[config.mk]
export PLATFORM = sky130hd
export DESIGN_NAME = evt_irq_router
export DESIGN_NICKNAME = d
export VERILOG_FILES = /design/src/rtl/evt_router_pkg.sv /design/src/rtl/evt_status_bank.sv /design/src/rtl/evt_mask_matrix.sv /design/src/rtl/evt_line_encoder.sv /design/src/rtl/evt_irq_router.sv
export SDC_FILE = /design/constraint.sdc
export NUM_CORES = 1
export LEC_CHECK = 0
export BUFFER_PORTS_ARGS = -buffer_cell sky130_fd_sc_hd__buf_2
export CELL_PAD_IN_SITES_DETAIL_PLACEMENT = 1
export CELL_PAD_IN_SITES_GLOBAL_PLACEMENT = 1
export CORE_ASPECT_RATIO = 0.5
export CORE_MARGIN = 5
export CORE_UTILIZATION = 51
export CTS_CLUSTER_DIAMETER = 50
export CTS_CLUSTER_SIZE = 14
export DETAILED_ROUTE_END_ITERATION = 8
export PLACE_DENSITY = 0.94
export REMOVE_ABC_BUFFERS = 1
export SLEW_MARGIN = 30
export SYNTH_ARGS = -nofsm -noshare
export SYNTH_HDL_FRONTEND = slang
export SYNTH_SLANG_ARGS = --single-unit
[constraint.sdc]
create_clock -name clk -period 7.15 [get_ports clk]
set_input_delay 1.0725 -clock clk [delete_from_list [all_inputs] [get_ports clk]]
set_output_delay 1.0725 -clock clk [all_outputs]
set_load 0.02 [all_outputs]
[src/rtl/evt_router_pkg.sv]
package evt_router_pkg;
  localparam int DEF_WORDS  = 3;
  localparam int DEF_WORD_W = 32;
  localparam int DEF_LINES  = 3;
  localparam int BUS_W      = 32;

  // Region of the address map selected by a byte address.
  function automatic logic [3:0] addr_area(input logic [7:0] a);
    return a[7:4];
  endfunction

  // Word within a region.
  function automatic logic [1:0] addr_word(input logic [7:0] a);
    return a[3:2];
  endfunction
endpackage

[src/rtl/evt_status_bank.sv]
module evt_status_bank #(
  parameter int TOT = 96
) (
  input  logic           clk,
  input  logic           rst_n,
  input  logic [TOT-1:0] evt_in,
  input  logic [TOT-1:0] clr_mask,
  output logic [TOT-1:0] status_q
);
  // Pulses take priority over acknowledges.
  function automatic logic [TOT-1:0] next_status(input logic [TOT-1:0] cur,
                                                 input logic [TOT-1:0] clr,
                                                 input logic [TOT-1:0] set);
    return (cur & ~clr) | set;
  endfunction

  always_ff @(posedge clk or negedge rst_n) begin
    if (!rst_n) status_q <= '0;
    else        status_q <= next_status(status_q, clr_mask, evt_in);
  end
endmodule

[src/rtl/evt_mask_matrix.sv]
module evt_mask_matrix #(
  parameter int WORDS  = 3,
  parameter int WORD_W = 32,
  parameter int LINES  = 3
) (
  input  logic                            clk,
  input  logic                            rst_n,
  input  logic [LINES*WORDS-1:0]          we,
  input  logic [WORD_W-1:0]               wdata,
  output logic [LINES*WORDS*WORD_W-1:0]   mask_q
);
  // Slot g = line*WORDS + word, so line l occupies a contiguous slice.
  for (genvar g = 0; g < LINES*WORDS; g++) begin : g_slot
    always_ff @(posedge clk or negedge rst_n) begin
      if (!rst_n)     mask_q[g*WORD_W +: WORD_W] <= '0;
      else if (we[g]) mask_q[g*WORD_W +: WORD_W] <= wdata;
    end
  end
endmodule

[src/rtl/evt_line_encoder.sv]
module evt_line_encoder #(
  parameter int TOT   = 96,
  parameter int NUM_W = 7
) (
  input  logic [TOT-1:0]   pend,
  output logic             valid,
  output logic [NUM_W-1:0] num
);
  function automatic logic [NUM_W-1:0] lowest_index(input logic [TOT-1:0] v);
    logic [NUM_W-1:0] r;
    r = '0;
    for (int i = TOT - 1; i >= 0; i--) begin
      if (v[i]) r = NUM_W'(i);
    end
    return r;
  endfunction

  assign valid = |pend;
  assign num   = lowest_index(pend);
endmodule

[src/rtl/evt_irq_router.sv]
module evt_irq_router
  import evt_router_pkg::*;
#(
  parameter int WORDS  = DEF_WORDS,
  parameter int WORD_W = DEF_WORD_W,
  parameter int LINES  = DEF_LINES
) (
  input  logic                    clk,
  input  logic                    rst_n,
  input  logic [WORDS*WORD_W-1:0] evt_in,
  input  logic                    bus_wr,
  input  logic [7:0]              bus_addr,
  input  logic [BUS_W-1:0]        bus_wdata,
  output logic [BUS_W-1:0]        bus_rdata,
  output logic [LINES-1:0]        irq_out
);
  localparam int TOT   = WORDS * WORD_W;
  localparam int NUM_W = $clog2(TOT);
  localparam int VEC_AREA = LINES + 1;

  logic [3:0] area;
  logic [1:0] widx;
  assign area = addr_area(bus_addr);
  assign widx = addr_word(bus_addr);

  // Named internal events for the checker.
  logic [TOT-1:0]            clr_mask;
  logic [TOT-1:0]            status_q;
  logic [LINES*WORDS-1:0]    mask_we;
  logic [LINES*TOT-1:0]      mask_q;
  logic [LINES-1:0]          line_valid;
  logic [LINES*NUM_W-1:0]    line_num;
  logic [LINES-1:0]          irq_q;

  // Acknowledge decode: one status word per region-0 slot.
  for (genvar w = 0; w < WORDS; w++) begin : g_clr
    assign clr_mask[w*WORD_W +: WORD_W] =
      (bus_wr && area == 4'd0 && widx == 2'(w)) ? bus_wdata[WORD_W-1:0] : '0;
  end

  // Mask write decode: line l lives in region l+1.
  for (genvar l = 0; l < LINES; l++) begin : g_mwe
    for (genvar w = 0; w < WORDS; w++) begin : g_w
      assign mask_we[l*WORDS + w] = bus_wr && area == 4'(l + 1) && widx == 2'(w);
    end
  end

  evt_status_bank #(.TOT(TOT)) u_status (
    .clk      (clk),
    .rst_n    (rst_n),
    .evt_in   (evt_in),
    .clr_mask (clr_mask),
    .status_q (status_q)
  );

  evt_mask_matrix #(.WORDS(WORDS), .WORD_W(WORD_W), .LINES(LINES)) u_mask (
    .clk    (clk),
    .rst_n  (rst_n),
    .we     (mask_we),
    .wdata  (bus_wdata[WORD_W-1:0]),
    .mask_q (mask_q)
  );

  for (genvar l = 0; l < LINES; l++) begin : g_line
    evt_line_encoder #(.TOT(TOT), .NUM_W(NUM_W)) u_enc (
      .pend  (status_q & mask_q[l*TOT +: TOT]),
      .valid (line_valid[l]),
      .num   (line_num[l*NUM_W +: NUM_W])
    );
  end

  always_ff @(posedge clk or negedge rst_n) begin
    if (!rst_n) irq_q <= '0;
    else        irq_q <= line_valid;
  end
  assign irq_out = irq_q;

  function automatic logic [BUS_W-1:0] vector_word(input logic v,
                                                   input logic [NUM_W-1:0] n);
    return {v, {(BUS_W-1-NUM_W){1'b0}}, n};
  endfunction

  always_comb begin
    bus_rdata = '0;
    for (int w = 0; w < WORDS; w++) begin
      if (area == 4'd0 && widx == 2'(w))
        bus_rdata = BUS_W'(status_q[w*WORD_W +: WORD_W]);
    end
    for (int l = 0; l < LINES; l++) begin
      for (int w = 0; w < WORDS; w++) begin
        if (area == 4'(l + 1) && widx == 2'(w))
          bus_rdata = BUS_W'(mask_q[(l*WORDS + w)*WORD_W +: WORD_W]);
      end
      if (area == 4'(VEC_AREA) && widx == 2'(l))
        bus_rdata = vector_word(line_valid[l], line_num[l*NUM_W +: NUM_W]);
    end
  end
endmodule

==> summary.log <==
INFO  status         status=finished clean
INFO  clock_tree     clk_root_buffer_cell=clkbuf_16
INFO  synth          yosys_warnings=0
INFO  place          place.detailed.hpwl=85.07mm
INFO  grt            grt_first_pass_wirelength=165.5mm
INFO  routing        met3_length=21.39mm
INFO  job            max-cap-violations=0
INFO  clock_tree     cts_tree=done
INFO  routing        dr_wl_met2=45.38mm
INFO  sta            max-slew-margin-rel=0.2567
INFO  floorplan      die_y=160.2um
INFO  pwr            total_leakage_power=10.82nW
INFO  pwr            vdd_ir_drop_max=0.1962mV
INFO  clock_tree     post_cts.resized_instances=0
INFO  final_layout   drive_gt1_frac=0.2280
INFO  synth          post_synth_edffs=0
INFO  synth          postSynthCellCount=2,459
INFO  sta            fin_worst_skew=0.01962ns
INFO  floorplan      floorplan.die_area=49,720um^2
INFO  pwr            power.total=0.006793W
INFO  clock_tree     postCtsSetupBuffers=0
INFO  clock_tree     cts.htree.levels=2
INFO  grt            grt_antenna_before_repair=14
INFO  worst_setup_path worst_path_max_fanout=8
INFO  floorplan      effective_utilization_at_floorplan=0.5128
INFO  sta            report.final.setup_viol=0
INFO  sta            final_min_period_over_clock_period=0.7892
INFO  pwr            pwr_cell_area=269.0nW/um^2
INFO  floorplan      overall_die_width=310.4um
INFO  grt            first_global_vias=23,320
INFO  sta            setup_tns=0ns
INFO  sta            timing_hold_violations_final=0
INFO  final_layout   finalNetCount=2,634
INFO  worst_setup_path startpoint=u_status.status_q[73]$_DFF_PN0_
INFO  sta            worst_pin_slew=1.115ns
INFO  routing        avgViaCountPerCell=7.614
INFO  routing        m1WireLength=45.05mm
INFO  clock_tree     clkTransAtPathRegs=0.07ns
INFO  synth          synth.ff_latch_count=387
INFO  grt            grt_max_degree=134
INFO  worst_setup_path regToRegSetupSlack=3.68ns
INFO  floorplan      core_area=44,870um^2
INFO  routing        remaining_drc_errors=0
INFO  worst_setup_path crit_path_start_kind=flop
INFO  sta            layout_min_cycle_time=5.643ns
INFO  clock_tree     holdBufCountCts=0
INFO  place          final_weighted_congestion_of_routability_driven_global_placement=1.127
INFO  min_path       min_path_type=input pin to asynchronous set/reset pin
INFO  final_layout   n_fill_cell=5,080
INFO  routing        wire_per_inst=37.45um
INFO  routing        vias_post_dr=23,640
INFO  grt            grt_remaining_overflow=0
INFO  final_layout   area_delta_synth_final=9.756%
INFO  clock_tree     number_of_sinks_handled_by_clock_tree_synthesis=387
INFO  clock_tree     ctsLongestPathBuffers=3
INFO  synth          synthesis.area=23,010um^2
INFO  routing        top_signal_layer_used=met5
INFO  place          i_o_buffers=171
INFO  synth          synth.distinct_cells=77
INFO  grt            grtUsageTotal=0.4536
INFO  synth          ys_seq_area_frac=0.4209
INFO  synth          synth-main-ff-cell=dfrtp_1
INFO  routing        number_of_detailed_routing_iterations_run_before_antenna_repair=9
INFO  worst_setup_path worst-setup-path-type=flop to primary output
INFO  floorplan      top_level_ports=174
INFO  clock_tree     insertion_delay=0.55ns
INFO  worst_setup_path worstSetupEndpointType=primary output
INFO  worst_setup_path critical_path.reg2reg.startpoint=u_status.status_q[35]$_DFF_PN0_
INFO  synth          synthesis.area_per_instance=9.357um^2
INFO  routing        final_antenna_net_count=0
INFO  sta            max_freq=0.1772GHz
INFO  synth          async_reset_ff_frac=1.000
INFO  sta            report.final.slew_viol_count=0
INFO  floorplan      fp-row-count=55
INFO  clock_tree     tritoncts.num_buffers=36
INFO  sta            rsz0062_at_grt=no
INFO  routing        route.final.wire_length=116.3mm
INFO  worst_setup_path worst-endpoint-arrival=4.57ns
INFO  worst_setup_path worst_ep_required_time=6.08ns
INFO  routing        drt_iter0_markers=4,853
[path summary, 6_finish.rpt]
| kind | to | cells after the start |
|---|---|---|
| hold reg to reg | u_mask.mask_q[202]$_DFFE_PN0P_ | 1 |
| setup reg to reg | irq_out[1]$_DFF_PN0_ | 6 |
| setup / recovery | bus_rdata[2] | 9 |
| min in group clk | u_mask.mask_q[202]$_DFFE_PN0P_ | 1 |
| max in group asynchronous | u_mask.mask_q[164]$_DFFE_PN0P_ | 2 |
| hold / removal | u_mask.mask_q[275]$_DFFE_PN0P_ | 1 |
[kinds of logic after synthesis]
logic type | synth area share
flops | 0.4209
simple gates | 0.1475
compound gates | 0.2310
mux | 0.1582
buf+inv | 0.04231
[cells in the mapped netlist (34+ instances only)]
cell,number,share of area
o211ai_1,41,0.013
mux2i_1,42,0.018
buf_2,34,0.0074
nand2_1,471,0.077
a22oi_1,80,0.026
a21o_1,102,0.033
o21ai_0,156,0.034
a22o_1,42,0.016
clkbuf_1,146,0.024
nor2_1,67,0.011
a222oi_1,42,0.018
a21oi_1,129,0.028
nand3_1,74,0.016
mux2_2,282,0.14
dfrtp_1,387,0.42
[routing by layer]
layer	vias up	GRT usage
met3	366	0.2435
met2	2116	0.6041
met1	11930	0.6369
met4	18	0.1283
met5	-	0
li1	9209	-
[state kept, by name (all words and copies together), names as in the netlist]
register,flops
u_mask.mask_q,288
irq_out,3
u_status.status_q,96
[stage by stage]
| step | setup slack [ns] | std cells | hold WS (ns) | util | cell area [um^2] |
|---|---|---|---|---|---|
| 2_1_floorplan | 0.8897 | 2249 | 0.4937 | - | 22080 |
| 3_3_place_gp | 2.036 | 3049 | 0.5063 | 0.5360 | 24050 |
| 3_5_place_dp | 1.920 | 3049 | 0.5150 | 0.5362 | 24060 |
| 4_1_cts | 1.901 | 3096 | 0.5300 | 0.5604 | 25140 |
| 5_1_grt | 1.707 | 3102 | 0.5596 | 0.5627 | 25250 |
| 6_report | 1.507 | 3104 | 0.5171 | 0.5628 | 25250 |
[area by class of cell]
type,instances,area [um^2],share of cell area
Multi-Input combinational cell,1851,12460,0.4932
Sequential cell,387,9684,0.3835
Timing Repair Buffer,208,1232,0.04880
Clock buffer,39,953.4,0.03775
Tap cell,598,748.2,0.02963
Clock inverter,8,132.6,0.005252
Inverter,11,41.29,0.001635
Antenna cell,2,5.005,0.0001982
[cell usage in the layout, fill, tap and decap left out, drive strengths merged, types with 19 or more instances in the layout]
master  instances
a22oi          82
a21oi         129
a222oi         42
a21o          103
a22o           42
o211ai         41
nand2         472
nor2           68
clkbuf         39
nand4          25
nand3          74
mux2          286
dfrtp         387
buf           208
a32o           27
a32oi          21
o21ai         157
a31oi          19
mux2i          42
[critical path: stages, from the launching register on]
cell and delay (ns):
dfrtp_1 0.49, a22oi_1 0.77, nand2_1 0.45, a21oi_1 0.60, nor4b_1 0.12, o21ai_0 0.33, a31oi_1 0.18, o21ai_0 0.62
o21a_1 0.26, buf_2 0.17
[power by group]
part / internal (W) / switching [W] / leakage, nW
clock: 0.00106 / 0.000933 / 0.532
sequential: 0.00241 / 0.000321 / 4.68
combinational: 0.000663 / 0.00141 / 5.60
total: 0.00413 / 0.00266 / 10.8
Note: power is estimated with default switching activity, not from simulation.
